`config.mk`:
```
export PLATFORM = sky130hd
export DESIGN_NAME = adc_cal_sequencer
export DESIGN_NICKNAME = d
export VERILOG_FILES = /design/src/rtl/adc_cal_pkg.sv /design/src/rtl/adc_cal_timer.sv /design/src/rtl/adc_cal_req_latch.sv /design/src/rtl/adc_cal_valid_pipe.sv /design/src/rtl/adc_cal_sequencer.sv
export SDC_FILE = /design/constraint.sdc
export NUM_CORES = 1
export LEC_CHECK = 0
export CAP_MARGIN = 5
export CORE_MARGIN = 5
export CORE_UTILIZATION = 40
export DETAILED_ROUTE_END_ITERATION = 10
export PLACE_DENSITY = 0.7
export SYNTH_ARGS = -nofsm -noshare
export SYNTH_HDL_FRONTEND = slang
export SYNTH_SLANG_ARGS = --single-unit
export TNS_END_PERCENT = 1
```
`constraint.sdc`:
```
create_clock -name clk -period 2 [get_ports clk]
set_input_delay 0.4 -clock clk [delete_from_list [all_inputs] [get_ports clk]]
set_output_delay 0.4 -clock clk [all_outputs]
set_load 0.005 [all_outputs]
```
`src/rtl/adc_cal_pkg.sv`:
```
package adc_cal_pkg;

    typedef enum logic [2:0] {
        ST_PWRUP     = 3'd0,
        ST_CAL_PULSE = 3'd1,
        ST_CAL_WAIT  = 3'd2,
        ST_RUN       = 3'd3,
        ST_PD        = 3'd4,
        ST_WAKE      = 3'd5
    } seq_state_e;

endpackage

```
`src/rtl/adc_cal_timer.sv`:
```
module adc_cal_timer #(
    parameter int unsigned     TW      = 8,
    parameter logic [TW-1:0]   RST_VAL = '0
) (
    input  logic          clk,
    input  logic          rst_n,
    input  logic          load_i,
    input  logic [TW-1:0] load_val_i,
    output logic          zero_o
);

    logic [TW-1:0] cnt_q;

    always_ff @(posedge clk or negedge rst_n) begin
        if (!rst_n)
            cnt_q <= RST_VAL;
        else if (load_i)
            cnt_q <= load_val_i;
        else if (cnt_q != '0)
            cnt_q <= cnt_q - TW'(1);
    end

    assign zero_o = (cnt_q == '0);

    // an expired interval stays expired until the next load
    p_timer_holds_zero_r3: assert property (@(posedge clk) disable iff (!rst_n)
        (zero_o && !load_i) |=> zero_o);

endmodule

```
`src/rtl/adc_cal_req_latch.sv`:
```
module adc_cal_req_latch (
    input  logic clk,
    input  logic rst_n,
    input  logic host_req_i,
    input  logic temp_req_i,
    input  logic clear_i,
    output logic want_o
);

    logic pend_q;

    assign want_o = pend_q | host_req_i | temp_req_i;

    always_ff @(posedge clk or negedge rst_n) begin
        if (!rst_n)
            pend_q <= 1'b0;
        else if (clear_i)
            pend_q <= 1'b0;
        else
            pend_q <= want_o;
    end

    // a request not consumed at this edge is still pending afterwards
    p_req_kept_r6: assert property (@(posedge clk) disable iff (!rst_n)
        ((host_req_i || temp_req_i) && !clear_i) |=> want_o);

endmodule

```
`src/rtl/adc_cal_valid_pipe.sv`:
```
module adc_cal_valid_pipe #(
    parameter int unsigned LAT = 3
) (
    input  logic clk,
    input  logic rst_n,
    input  logic run_i,
    output logic valid_o
);

    logic [LAT-1:0] fill_q;

    generate
        if (LAT == 1) begin : g_single
            always_ff @(posedge clk or negedge rst_n) begin
                if (!rst_n) fill_q <= '0;
                else        fill_q <= run_i;
            end
        end else begin : g_chain
            always_ff @(posedge clk or negedge rst_n) begin
                if (!rst_n)     fill_q <= '0;
                else if (run_i) fill_q <= {fill_q[LAT-2:0], 1'b1};
                else            fill_q <= '0;
            end
        end
    endgenerate

    assign valid_o = fill_q[LAT-1] & run_i;

    // a valid word needs conversion to have been running on the previous cycle
    p_valid_after_run_r4: assert property (@(posedge clk) disable iff (!rst_n)
        valid_o |-> $past(run_i));

endmodule

```
`src/rtl/adc_cal_sequencer.sv`:
```
module adc_cal_sequencer
    import adc_cal_pkg::*;
#(
    parameter int unsigned DW          = 12,
    parameter int unsigned PWR_UP_WAIT = 200_000_000,
    parameter int unsigned CAL_PULSE   = 4,
    parameter int unsigned CAL_CYCLES  = 4000,
    parameter int unsigned WAKE_CYCLES = 16,
    parameter int unsigned PIPE_LAT    = 3
) (
    input  logic          clk,
    input  logic          rst_n,
    input  logic          host_cal_req_i,
    input  logic          host_pd_req_i,
    input  logic          temp_delta_i,
    input  logic [DW-1:0] adc_data_i,
    output logic          adc_cal_o,
    output logic          adc_pd_o,
    output logic          adc_oe_n_o,
    output logic [DW-1:0] data_o,
    output logic          data_valid_o,
    output logic          busy_o
);

    localparam int unsigned MAX_A = (PWR_UP_WAIT > CAL_CYCLES) ? PWR_UP_WAIT : CAL_CYCLES;
    localparam int unsigned MAX_B = (CAL_PULSE > WAKE_CYCLES) ? CAL_PULSE : WAKE_CYCLES;
    localparam int unsigned MAX_T = (MAX_A > MAX_B) ? MAX_A : MAX_B;
    localparam int unsigned TW    = $clog2(MAX_T + 1);

    localparam logic [TW-1:0] LD_PWRUP = TW'(PWR_UP_WAIT - 1);
    localparam logic [TW-1:0] LD_PULSE = TW'(CAL_PULSE - 1);
    localparam logic [TW-1:0] LD_CAL   = TW'(CAL_CYCLES - 1);
    localparam logic [TW-1:0] LD_WAKE  = TW'(WAKE_CYCLES - 1);

    generate
        if (CAL_PULSE < 3) begin : g_pulse_too_short
            $error("adc_cal_sequencer: CAL_PULSE must be at least 3 cycles");
        end
    endgenerate

    seq_state_e    state_q, state_d;
    logic          tmr_zero, tmr_load;
    logic [TW-1:0] tmr_val;
    logic          want_cal, cal_start, in_run;
    logic [DW-1:0] data_q;

    adc_cal_timer #(.TW(TW), .RST_VAL(LD_PWRUP)) u_timer (
        .clk        (clk),
        .rst_n      (rst_n),
        .load_i     (tmr_load),
        .load_val_i (tmr_val),
        .zero_o     (tmr_zero)
    );

    adc_cal_req_latch u_req (
        .clk        (clk),
        .rst_n      (rst_n),
        .host_req_i (host_cal_req_i),
        .temp_req_i (temp_delta_i),
        .clear_i    (cal_start),
        .want_o     (want_cal)
    );

    adc_cal_valid_pipe #(.LAT(PIPE_LAT)) u_vpipe (
        .clk     (clk),
        .rst_n   (rst_n),
        .run_i   (in_run),
        .valid_o (data_valid_o)
    );

    // next state
    always_comb begin
        state_d = state_q;
        unique case (state_q)
            ST_PWRUP:     if (tmr_zero) state_d = ST_CAL_PULSE;
            ST_CAL_PULSE: if (tmr_zero) state_d = ST_CAL_WAIT;
            ST_CAL_WAIT:  if (tmr_zero) state_d = want_cal ? ST_CAL_PULSE : ST_RUN;
            ST_RUN: begin
                if (host_pd_req_i)  state_d = ST_PD;
                else if (want_cal)  state_d = ST_CAL_PULSE;
            end
            ST_PD:        if (!host_pd_req_i) state_d = ST_WAKE;
            ST_WAKE:      if (tmr_zero) state_d = want_cal ? ST_CAL_PULSE : ST_RUN;
            default:      state_d = ST_PWRUP;
        endcase
    end

    assign tmr_load  = (state_d != state_q);
    assign cal_start = (state_d == ST_CAL_PULSE) && (state_q != ST_CAL_PULSE);

    always_comb begin
        case (state_d)
            ST_CAL_PULSE: tmr_val = LD_PULSE;
            ST_CAL_WAIT:  tmr_val = LD_CAL;
            ST_WAKE:      tmr_val = LD_WAKE;
            ST_PWRUP:     tmr_val = LD_PWRUP;
            default:      tmr_val = '0;
        endcase
    end

    // state register
    always_ff @(posedge clk or negedge rst_n) begin
        if (!rst_n) state_q <= ST_PWRUP;
        else        state_q <= state_d;
    end

    // outputs
    always_comb begin
        adc_cal_o  = 1'b0;
        adc_pd_o   = 1'b0;
        adc_oe_n_o = 1'b1;
        busy_o     = 1'b1;
        in_run     = 1'b0;
        unique case (state_q)
            ST_PWRUP:     ;
            ST_CAL_PULSE: adc_cal_o = 1'b1;
            ST_CAL_WAIT:  ;
            ST_RUN: begin
                adc_oe_n_o = 1'b0;
                busy_o     = 1'b0;
                in_run     = 1'b1;
            end
            ST_PD:        adc_pd_o = 1'b1;
            ST_WAKE:      ;
            default:      ;
        endcase
    end

    always_ff @(posedge clk or negedge rst_n) begin
        if (!rst_n) data_q <= '0;
        else        data_q <= adc_data_i;
    end

    assign data_o = data_q;

    // every calibrate pulse lasted at least three cycles
    p_cal_min_width_r2: assert property (@(posedge clk) disable iff (!rst_n)
        $fell(adc_cal_o) |-> ($past(adc_cal_o, 2) && $past(adc_cal_o, 3)));

    // power-down keeps the converter outputs tri-stated and the block busy
    p_pd_tristate_r7: assert property (@(posedge clk) disable iff (!rst_n)
        adc_pd_o |-> (adc_oe_n_o && busy_o && !adc_cal_o));

    // leaving power-down goes through wake-up blanking
    p_wake_blank_r8: assert property (@(posedge clk) disable iff (!rst_n)
        $fell(adc_pd_o) |-> (adc_oe_n_o && !data_valid_o));

    // the first cycle of output enable never carries a valid word
    p_oe_fill_r4: assert property (@(posedge clk) disable iff (!rst_n)
        $fell(adc_oe_n_o) |-> !data_valid_o);

    // valid data only in normal conversion
    p_valid_not_busy_r10: assert property (@(posedge clk) disable iff (!rst_n)
        data_valid_o |-> (!busy_o && !adc_oe_n_o));

    // power-down never overlaps a calibrate pulse
    p_no_pd_in_cal_r9: assert property (@(posedge clk) disable iff (!rst_n)
        !(adc_cal_o && adc_pd_o));

endmodule

```
==> impl.org, run 1 <==
** Layout
- The final layout contains 360 nets.
- In the final layout, the share of cells above drive strength 1 is 39.2%.
- Post-Layout Cell Count :: 422
- Area added between synthesis and finish :: 36.5%
- The repair_antennas step left the layout with diodes totalling 0.

** Status
- The flow ran to the end, but the final reports show violations.
- The checks that failed: negative setup slack.

** Detailed routing
- DRC violation count after routing :: 0
- For this run, the detailed router's first-pass iteration total came to 4.
- Across all layers, the routed design uses 2393 vias.
- Count of routing violations after the opening detailed-route iteration :: 69
- Residual antenna-violating net count after detailed routing :: 0
- In the final routed layout, each cell accounts on average for approximately 16 um.
- Vias per Instance :: about 5.7
- After detailed routing, the total wire length is 6860 um.

** Timing
- For the final database, setup skew stands at 0.00722 ns.
- Crit path setup slack, layout :: -0.134 ns
- Worst Tran Pin Value :: 0.481 ns
- In the final timing run, aggregate negative setup slack is -1.49 ns.
- Unrepaired setup endpoints after global routing :: true
- Share of the cycle needed by the critical path after routing :: 107%
- The number of pins exceeding their max-slew limit in the final report was 0.
- Max-slew headroom at the worst pin :: 67.7%
- Peak clock frequency supported by timing :: 0.469 GHz
- Setup violations remaining at the end of the flow were counted as 21.
- Hold Worst Slack :: 0.0557 ns
- Counting I/O delays and the setup requirement, the final critical path takes about 2.1 ns.
- Count of final hold-check violations :: 0

** Power and ir drop
- IR Drop Worst-Case VDD :: approximately 0.40 mV
- Static leakage :: ~1.5 nW
- In this run the power density over the cells is 446 nW/um^2.

** Yosys
- sky130_fd_sc_hd__dfrtp_1 takes more of the synthesized area than any other cell.
- For this run, the register share of the synthesized area comes to 44.0%.
- Summing every instance area after synthesis gives 2730 um^2.
- Yosys mapped a number of flops with a built-in enable equal to 0.
- Instance count of the mapped netlist :: 266
- Counting every net in the synthesized netlist gives 285.
- In the synthesized netlist the async set-or-reset flop fraction comes to 100%.
- Post-synth top area share :: 24.7%
- Synthesized area per cell :: 10.3 um^2
- Sorting the synthesized cells by how often they occur yields sky130_fd_sc_hd__dfrtp_1, sky130_fd_sc_hd__dfstp_2, sky130_fd_sc_hd__nor2_1.
- After synthesis the netlist holds a flip-flop and latch count of between 40 and 50.
- Yosys Warn Count :: 0
- For this run, the leading register cell type out of synthesis is sky130_fd_sc_hd__dfrtp_1.
- Sorting the synthesized cells by area gives the leading types as sky130_fd_sc_hd__dfrtp_1, sky130_fd_sc_hd__dfstp_2, sky130_fd_sc_hd__a21oi_2.
- Yosys mapped the design onto 60 distinct sky130hd cell types.
- Most instantiated library cell after synthesis :: sky130_fd_sc_hd__dfrtp_1

** Critical path
- Kind of start point of the critical path :: register
- In this run the worst setup path begins at u_timer.cnt_q[15]$_DFFE_PN1P_.
- Worst Path Required :: 2.25 ns
- Data arrival time of the worst path :: 2.38 ns
- In this run the worst path has a maximum fanout of 15.
- STA classifies the critical path endpoint as a register.
- Minimum setup slack among reg-to-reg paths :: -0.13 ns
- The critical path is of the reg -> reg type.
- Logic depth of the worst register-to-register path :: 6
- Worst reg2reg path endpoint :: u_timer.cnt_q[21]$_DFFE_PN1P_
- Reg-to-reg startpoint :: u_timer.cnt_q[15]$_DFFE_PN1P_
- Worst setup endpoint :: u_timer.cnt_q[21]$_DFFE_PN1P_

** Floorplan
- Vertical die dimension :: about 93 um
- Die Footprint :: 8580 um^2
- Die X :: around 93 um
- Initial cell density of the core :: 40.6%
- # rows :: 30
- Core footprint :: 6720 um^2
- 34 I/O pins were placed.

** GRT
- Initial antenna violation count :: 0
- Vias in the first global route :: 2361
- Leftover overflow at the end of global routing :: 0
- Global routing consumed, over all layers together, 16.5% of the routing resources.
- Largest net degree at the start of global routing :: 48
- Wire length of the first global-routing pass :: 11300 um

** Job
- Max-cap violations in this run came to 0.

** Clock network
- Clock tree from TritonCTS :: built
- Root buf cell :: sky130_fd_sc_hd__clkbuf_8
- For the worst-skew pair, the clock arrives at the later sink with an insertion delay of 0.31 ns.
- After clock tree synthesis, the clock-pin slew on the worst setup and hold paths is 0.10 ns.
- TritonCTS created 5 clock buffers.
- Counting every sink on the clock net gives 47.
- The clock passes through at most 2 buffers.
- For this design, the CTS-stage hold fixing added 0 buffers.
- Maximum level of the CTS H-tree :: 2

** Placed design
- Final HPWL DP :: 5080 um
- Port buffering added 33 buffers.
- Number of instances in the placed design :: 414
- Final RePlAce weighted congestion :: 0.876

** Min path
- The worst hold path belongs to the class in -> async.
-- timing repair --
action,CTS,global route
gates resized for setup,8,23
pin swaps,3,2
endpoints found under the setup margin,28,36
setup buffers,0,0
gates cloned,0,0
-- registers in the layout, indices dropped and copies added (netlist names) --
| name | count |
|---|---|
| u_timer.cnt_q | 28 |
| data_o | 12 |
| state_q | 3 |
| u_vpipe.fill_q | 3 |
| u_req.pend_q | 1 |
-- power breakdown --
part / leakage, nW / switching [mW] / internal (mW)
logic: 0.868 / 0.0337 / 0.0552
clock network: 0.0491 / 0.347 / 0.257
registers: 0.552 / 0.00331 / 0.964
-- metal layers --
layer | vias up | wire length (um) | global-route usage [%]
li1 | 1159 | - | -
met1 | 1164 | 2970 | 21.2
met2 | 60 | 3450 | 27.6
met3 | 10 | 347 | 3.82
met4 | 0 | 95 | 5.13
met5 | - | 0 | 0
-- through the flow --
stage	instance area, um^2	total power, mW	worst slack, ns	utilization [%]
6_report	3730	1.66	-0.134	55.5
4_1_cts	3620	1.69	-0.124	53.9
2_1_floorplan	2730	0.991	-0.128	-
3_5_place_dp	3500	1.08	-0.181	52.1
3_3_place_gp	3500	1.07	-0.136	52.1
5_1_grt	3730	1.74	-0.191	55.5
-- worst min-delay path by stage --
stage | slack, ns | start | endpoint | cells after the start
floorplan | 0.10 | rst_n | data_o[0]$_DFF_PN0_ | 0
global placement | 0.40 | rst_n | u_timer.cnt_q[18]$_DFFE_PN0P_ | 2
detailed placement | 0.40 | rst_n | u_timer.cnt_q[18]$_DFFE_PN0P_ | 2
CTS | 0.06 | rst_n | u_timer.cnt_q[18]$_DFFE_PN0P_ | 2
global route | 0.06 | rst_n | u_timer.cnt_q[18]$_DFFE_PN0P_ | 2
finish | 0.06 | rst_n | u_timer.cnt_q[18]$_DFFE_PN0P_ | 2
-- cells by family (layout without fill, tap and decap cells) --
logic type      after synthesis  in the layout  share of synthesized area (%)
mux                           1              1                          0.412
flops                        47             47                           44.0
xor+xnor                     14             14                           4.49
buf+inv                      22             98                           5.13
simple gates                 94             94                           22.4
fa+ha+maj                     2              2                          0.916
compound gates               86             86                           22.6
-- critical path, cell delays in order, from the launching register on --
cell	delay [ns]
sky130_fd_sc_hd__dfstp_2	0.38
sky130_fd_sc_hd__or4_4	0.54
sky130_fd_sc_hd__or3_4	0.42
sky130_fd_sc_hd__buf_12	0.18
sky130_fd_sc_hd__nor4_1	0.27
sky130_fd_sc_hd__o22ai_1	0.14
sky130_fd_sc_hd__a21oi_2	0.15
-- area by class of cell --
class	count	area (um^2)
multi-input cells	197	1510
well taps	80	100
clock buffers	5	68.8
inverters	5	18.8
repair buffers	85	800
fillers	590	2990
clock inverters	3	26.3
flip-flops and latches	47	1200
-- placed cells by master (no fill, tap or decap), drive strengths merged, types with 5 or more instances in the layout --
cell           instances
buf                   53
clkdlybuf4s50         30
dfrtp                 27
a21oi                 27
dfstp                 20
nor2                  20
nor4                  14
nand2                 13
o21ai                 12
xnor2                 11
o22ai                 10
or4                    9
o31a                   8
inv                    7
or3                    6
nor3                   6
nand4                  5
clkbuf                 5
(Power assumes the default switching activity.)
==> inputs of run 2 (changes only) <==
--- a/config.mk
+++ b/config.mk
@@ -10,6 +10,7 @@
 export CORE_UTILIZATION = 40
 export DETAILED_ROUTE_END_ITERATION = 10
 export PLACE_DENSITY = 0.7
+export SETUP_SLACK_MARGIN = 0.5
 export SYNTH_ARGS = -nofsm -noshare
 export SYNTH_HDL_FRONTEND = slang
 export SYNTH_SLANG_ARGS = --single-unit
==> impl.org, run 2 (synthesis results as in run 1) <==
** Detailed routing
- The number of design rule violations left after detail routing came to 0 (unchanged).
- Routed vias :: 2417 (+1.0%)
- First-pass iteration count of the detailed router :: 4 (unchanged)
- The remaining antenna violation count after routing came to 0 (unchanged).
- The total wirelength of the detailed-routed design came to 7020 um (+2.3%).
- The average via count per standard cell was 5.73 (+1.0%).
- The final routed wire length divided by cell count was 16.6 um (+2.3%).
- Count of routing violations after the opening detailed-route iteration :: 83 (+20%)

** Floorplan
- The die area is 8580 um^2 (unchanged).
- # rows :: 30 (unchanged)
- Die X :: 92.6 um (unchanged)
- Core footprint :: 6720 um^2 (unchanged)
- The die span in y was 92.6 um (unchanged).
- Top Ports :: 34 (unchanged)
- Initial cell density of the core :: 40.6% (unchanged)

** Power and ir drop
- Pwr Density :: 443 nW/um^2 (-0.56%)
- The maximum ir drop on the vdd rail was 0.411 mV (+3.2%).
- The leakage power is 1.49 nW (+1.2%).

** Critical path
- Worst setup endpoint :: u_timer.cnt_q[21]$_DFFE_PN1P_
- The startpoint identified for the worst register-to-register timing path is u_timer.cnt_q[15]$_DFFE_PN1P_.
- Minimum setup slack among reg-to-reg paths :: -0.14 ns (about the same)
- The worst setup path is captured at a register.
- The maximum cell stage delay along the critical path was 0.54 ns (about the same).
- Critical path class :: reg -> reg
- Traced cell by cell, the critical path runs through or4_4 -> or3_4 -> buf_12 -> o31a_1 -> o22ai_1 -> a21oi_2.
- Worst Path Required :: 2.24 ns (about the same)
- Logic depth of the worst register-to-register path :: 6 (unchanged)
- Worst reg2reg path endpoint :: u_timer.cnt_q[21]$_DFFE_PN1P_
- Startpoint of the most critical setup path :: u_timer.cnt_q[15]$_DFFE_PN1P_
- Kind of start point of the critical path :: register
- Data arrival time of the worst path :: 2.38 ns (about the same)
- Slowest cell on the critical path :: sky130_fd_sc_hd__or4_4
- The maximum fanout encountered on the critical timing path came to 15 (unchanged).

** Timing
- The share of the clock period used by the worst path after layout came to 107% (+0.24 points).
- The minimum clock period is 2.14 ns (+0.00473 ns).
- Max-slew headroom at the worst pin :: 68.1% (+0.35 points)
- Final number of max-transition violations :: 0 (unchanged)
- The final number of setup-violating endpoints came to 20 (-4.8%).
- Crit path setup slack, layout :: -0.139 ns (-0.00473 ns)
- Peak clock frequency supported by timing :: 0.468 GHz (-0.22%)
- Clock tree skew after final layout :: 0.00852 ns (+0.00130 ns)
- Unrepaired setup endpoints after global routing :: true
- Worst Tran Pin Value :: 0.476 ns (-0.00522 ns)
- The final hold violation count is 0 (unchanged).
- Hold Worst Slack :: 0.0549 ns (-0.000778 ns)

** Clock network
- Hold buffer count at cts :: 0 (unchanged)
- The number of H-tree levels is 2 (unchanged).
- Number of sinks handled by clock tree synthesis :: 47 (unchanged)
- Clock tree from TritonCTS :: built
- Insertion delay of the later-clocked pin in the worst-skew pair :: 0.31 ns (about the same)
- Maximum clock path buffer count :: 2 (unchanged)
- The count of buffers added by post-CTS timing repair for setup came to 0 (unchanged).
- The clock transition at the register clock pins on the worst setup and hold paths after CTS came to 0.10 ns (about the same).
- The total CTS buffers is 5 (unchanged).
- Root buf cell :: sky130_fd_sc_hd__clkbuf_8

** Layout
- u_timer.cnt_q holds more flip-flops than any other register.
- The fraction of final layout cells sized beyond drive strength 1 was 42.1% (+2.9 points).
- Antenna cells :: 0 (unchanged)
- Commonest non-fill, non-tap cell in the layout :: sky130_fd_sc_hd__buf_4
- The final net count was 360 (unchanged).
- Filler instances :: 602 (+2.0%)
- Commonest cells after routing, fill and taps aside :: sky130_fd_sc_hd__buf_4, sky130_fd_sc_hd__dfrtp_1, sky130_fd_sc_hd__dfstp_2
- Flip-flop count of the largest register, all copies and words added :: 28 (unchanged)
- Final std cell area, no fill :: 3730 um^2 (+0.13%)
- Area added between synthesis and finish :: 36.7%

** Job
- The max-cap violation count is 0 (unchanged).

** Status
- Violations in the final reports :: negative setup slack
- Outcome :: complete, but fails checks

** GRT
- Routing usage on met1 :: 21.2% (+0.051 points)
- The via count of the first global-routing pass was 2376 (+0.64%).
- After global routing, the most crowded layer is met2.
- The maximum number of pins on one net before global-route repair is 48 (unchanged).
- The overall fraction of global-route tracks in use is 16.6% (+0.12 points).
- Wire length of the first global-routing pass :: 11400 um (+0.73%)
- The total grt overflow was 0 (unchanged).
- The met2 layer usage reported by global route was 27.8% (+0.18 points).
- The number of antenna violations at the first check in global routing came to 0 (unchanged).
- The met3 routing resource usage after global routing was 3.82% (unchanged).

** Placed design
- Final HPWL DP :: 5080 um (unchanged)
- Final RePlAce weighted congestion :: 0.876 (unchanged)
- Instance area after placement :: 3500 um^2 (unchanged)
- The setup slack at placement is -0.181 ns (unchanged).
- Port-buffer cells :: 33 (unchanged)

** Min path
- In this run the worst hold path is classified as in -> async.
==> run 2: how the worst min path moves through the flow <==
stage	slack, ns	end	cells past startpoint
final	0.05	u_timer.cnt_q[18]$_DFFE_PN0P_	2
after global routing	0.06	u_timer.cnt_q[18]$_DFFE_PN0P_	2
after CTS	0.06	u_timer.cnt_q[18]$_DFFE_PN0P_	2
after detailed placement	0.40	u_timer.cnt_q[18]$_DFFE_PN0P_	2
after global placement	0.40	u_timer.cnt_q[18]$_DFFE_PN0P_	2
after floorplan	0.10	data_o[0]$_DFF_PN0_	0
==> run 2: layout make-up <==
cell class	count	area (um^2)	share of cell area, %
tap	80	100	2.68
sequential	47	1200	32.2
timing repair buffer	85	767	20.6
clock inverter	3	26.3	0.704
inverter	5	18.8	0.503
clock buffer	5	68.8	1.84
multi-input combinational	197	1550	41.5
==> run 2: report_power, final <==
part | switching [mW] | leakage (nW) | total (mW) | internal (mW)
registers | 0.00280 | 0.552 | 0.967 | 0.964
logic | 0.0336 | 0.886 | 0.0800 | 0.0464
clock network | 0.349 | 0.0491 | 0.606 | 0.257
total | 0.385 | 1.49 | 1.65 | 1.27
==> run 2: per-stage QoR <==
stage / TNS (ns) / power, mW / std cells / util [%]
after floorplan: -1.80 / 0.991 / 266 / -
after global placement: -2.81 / 1.07 / 414 / 52.1
after detailed placement: -3.91 / 1.08 / 414 / 52.1
after CTS: -1.43 / 1.68 / 422 / 53.9
after global routing: -3.27 / 1.73 / 422 / 55.5
final: -1.53 / 1.65 / 422 / 55.5
==> run 2: layer usage <==
metal | vias up | part of all wire [%]
li1 | 1159 | -
met1 | 1182 | 42
met4 | 0 | 1.5
met5 | - | 0
met3 | 12 | 5.8
met2 | 64 | 51
==> run 2: what timing repair did <==
item,4_1_cts,5_1_grt
pin swaps,6,4
endpoints found under the setup margin,49,37
resized for setup,26,30
hold endpoints to repair,0,0
==> run 2: critical path: cells and delay by family (launching register included) <==
family / cells / cell delay [ns]
DFF: 1 / 0.38
and+or+nand+nor: 2 / 0.96
buffers and inverters: 1 / 0.18
AOI/OAI and AO/OA: 3 / 0.56
==> inputs of run 3 (changes only) <==
--- a/config.mk
+++ b/config.mk
@@ -6,10 +6,12 @@
 export NUM_CORES = 1
 export LEC_CHECK = 0
 export CAP_MARGIN = 5
+export CELL_PAD_IN_SITES_DETAIL_PLACEMENT = 1
+export CELL_PAD_IN_SITES_GLOBAL_PLACEMENT = 1
 export CORE_MARGIN = 5
-export CORE_UTILIZATION = 40
+export CORE_UTILIZATION = 39
 export DETAILED_ROUTE_END_ITERATION = 10
-export PLACE_DENSITY = 0.7
+export PLACE_DENSITY = 0.83
 export SETUP_SLACK_MARGIN = 0.5
 export SYNTH_ARGS = -nofsm -noshare
 export SYNTH_HDL_FRONTEND = slang
==> impl.org, run 3 (synthesis results as in run 1) <==
** Clock network
- The total number of clock tree sinks is 47 (unchanged).
- The maximum clock path buffer count is 2 (unchanged).
- CTS clk-pin slew, worst paths :: 0.10 ns (about the same)
- Hold buffer count at cts :: 0 (unchanged)
- TritonCTS buffer count :: 5 (unchanged)
- The number of H-tree levels came to 2 (unchanged).
- Root buf cell :: sky130_fd_sc_hd__clkbuf_8
- The worst-skew pair later-pin latency is 0.32 ns (about the same).
- TritonCTS built the clock tree.

** Detailed routing
- The average via count per standard cell came to 5.77 (+0.78%).
- The via total after detailed routing came to 2534 (+4.8%).
- Residual antenna-violating net count after detailed routing :: 0 (unchanged)
- The number of design rule violations left after detail routing is 0 (unchanged).
- Detailed-route wire length per cell :: 20.4 um (+22%)
- Count of routing violations after the opening detailed-route iteration :: 126 (+52%)
- The number of search-and-repair iterations in the first detailed-routing pass was 4 (unchanged).
- The total wirelength of the detailed-routed design was 8950 um (+27%).

** Critical path
- The data required time at the worst endpoint was 2.25 ns (about the same).
- STA classifies the critical path endpoint as a register.
- Kind of start point of the critical path :: register
- The data arrival time of the worst path came to 2.43 ns (+0.05 ns).
- The critical path is of the reg -> reg type.
- Highest net fanout along the worst path :: 3 (-12)

** Placed design
- The number of buffers added on ports was 33 (unchanged).
- Worst slack at placement :: -0.335 ns (-0.154 ns)
- Final RePlAce weighted congestion :: 0.843 (-3.8%)
- The post-DP HPWL is 6170 um (+22%).

** Status
- The run finished, with violations left.
- Violations in the final reports :: negative setup slack

** Floorplan
- The initial cell density of the core was 40.2% (-0.45 points).
- The core box area came to 6790 um^2 (+1.1%).
- The die span in y is 93.7 um (+1.1%).
- # rows :: 30 (unchanged)
- Top Ports :: 34 (unchanged)
- Die X :: 93.7 um (+1.1%)
- Die Footprint :: 8770 um^2 (+2.3%)

** Timing
- Count of final hold-check violations :: 0 (unchanged)
- The share of the clock period used by the worst path after layout came to 109% (+2.0 points).
- The minimum clock period came to 2.18 ns (+0.0395 ns).
- Setup repair after global routing could not meet its margin everywhere.
- The maximum clock frequency was 0.459 GHz (-1.8%).
- The post-route setup TNS is -2.22 ns (-0.692 ns).
- Worst Tran Pin Value :: 0.483 ns (+0.00729 ns)
- Hold Worst Slack :: 0.0309 ns (-0.0240 ns)
- Setup violation total in the final timing report :: 23 (+15%)
- Final number of max-transition violations :: 0 (unchanged)
- The worst slew margin relative to its limit is 67.8% (-0.24 points).
- Clock tree skew after final layout :: 0.00896 ns (+0.000441 ns)
- Crit path setup slack, layout :: -0.178 ns (-0.0395 ns)

** Job
- The max-cap violation count came to 0 (unchanged).

** Power and ir drop
- Internal power :: 1.25 mW (-1.0%)
- IR Drop Worst-Case VDD :: 0.407 mV (-0.82%)
- The relative contribution of combinational cells to total power is 5.0% (+0.2 points).
- Static leakage :: 1.48 nW (-0.74%)
- Clock power frac :: 36.2% (-0.5 points)
- The total power divided by cell area was 439 nW/um^2 (-0.93%).
- Fraction of power spent switching nets :: 23.8% (+0.47 points)
- The switching power summed over all nets is 391 uW (+1.6%).
- Relative contribution of sequential cells to total power :: 58.7% (+0.2 points)
- Design Power :: 1.65 mW (-0.43%)

** GRT
- The number of antenna violations at the first check in global routing is 0 (unchanged).
- The total grt overflow is 0 (unchanged).
- The via count of the first global-routing pass came to 2816 (+19%).
- The maximum number of pins on one net before global-route repair is 29 (-40%).
- The overall fraction of global-route tracks in use is 21.1% (+4.5 points).
- Wire length of the first global-routing pass :: 14600 um (+28%)

** Layout
- Leaving out fill and tap cells, the most frequent cell in the layout is sky130_fd_sc_hd__buf_4.
- The final net count is 361 (+0.28%).
- From synthesis to final layout, the design area changed by 37.4%.
- The fraction of final layout cells sized beyond drive strength 1 is 42.9% (+0.75 points).
- The antenna diode count was 0 (unchanged).
- The number of flip-flops in the largest register was 28 (unchanged).
- Largest register by flop count :: u_timer.cnt_q
- In the layout the commonest cells are sky130_fd_sc_hd__buf_4, sky130_fd_sc_hd__dfrtp_1, sky130_fd_sc_hd__dfstp_2.

** Min path
- The worst hold path belongs to the class in -> async.
==> run 3: changes by cell type in the layout (fill, tap and decap cells not counted), sizes merged <==
cell           delta
buf               +5
clkbuf            -1
clkdlybuf4s50     -1
clkinv            +1
clkinvlp          +1
dlygate4sd2       -2
inv               -2
==> run 3: final cells by class <==
class,count,area (um^2)
Sequential cell,47,1200
Clock inverter,3,20.0
Timing Repair Buffer,86,767
Fill cell,734,3040
Clock buffer,5,68.8
Inverter,5,18.8
Tap cell,96,120
Multi-Input combinational cell,197,1550
==> run 3: worst paths after layout <==
| check | end | cells after the start | slack [ns] | startpoint |
|---|---|---|---|---|
| min in group clk | u_vpipe.fill_q[1]$_DFF_PN0_ | 1 | 0.48 | u_vpipe.fill_q[0]$_DFF_PN0_ |
| hold reg to reg | u_vpipe.fill_q[1]$_DFF_PN0_ | 1 | 0.48 | u_vpipe.fill_q[0]$_DFF_PN0_ |
| setup reg to reg | u_timer.cnt_q[27]$_DFFE_PN1P_ | 5 | -0.18 | u_timer.cnt_q[15]$_DFFE_PN1P_ |
| hold / removal | state_q[0]$_DFF_PN0_ | 1 | 0.03 | rst_n |
| max in group asynchronous | u_timer.cnt_q[0]$_DFFE_PN1P_ | 2 | 1.38 | rst_n |
| setup / recovery | u_timer.cnt_q[27]$_DFFE_PN1P_ | 5 | -0.18 | u_timer.cnt_q[15]$_DFFE_PN1P_ |
==> run 3: per-stage QoR <==
step	util, %	cell area [um^2]	std cells
after floorplan	-	2730	266
after global placement	51.4	3490	430
after detailed placement	51.4	3490	430
after CTS	53.6	3640	439
after global routing	55.2	3750	439
final	55.2	3750	439
==> run 3: what timing repair did <==
item,in CTS,in global routing
setup endpoints to repair,49,37
resized for setup,49,28
setup buffers,1,0
gates cloned,0,0
pin swaps,12,9
==> run 3: per-layer routing <==
layer | share of wire (%) | vias to the layer above | GRT usage, % | routed length [um]
li1 | - | 1159 | - | -
met1 | 40 | 1287 | 25.0 | 3570
met2 | 53 | 75 | 38.2 | 4740
met3 | 5.6 | 13 | 4.89 | 504
met4 | 1.5 | 0 | 5.78 | 138
met5 | 0 | - | 0 | 0
==> run 3: critical path: stages, from the launching register on <==
cell and delay [ns]:
sky130_fd_sc_hd__dfstp_2 0.38, sky130_fd_sc_hd__or4_4 0.56, sky130_fd_sc_hd__or4_4 0.45, sky130_fd_sc_hd__or4_4 0.43, sky130_fd_sc_hd__o2bb2ai_2 0.15, sky130_fd_sc_hd__a21oi_2 0.14
==> run 3: power groups by stage <==
stage / Sequential (mW) / Clock (mW) / Combinational (mW)
global placement: 0.984 / 0 / 0.0908
global route: 0.968 / 0.653 / 0.0916
CTS: 0.967 / 0.601 / 0.0857
finish: 0.967 / 0.596 / 0.0830
detailed placement: 0.985 / 0 / 0.0937
floorplan: 0.986 / 0 / 0.00421
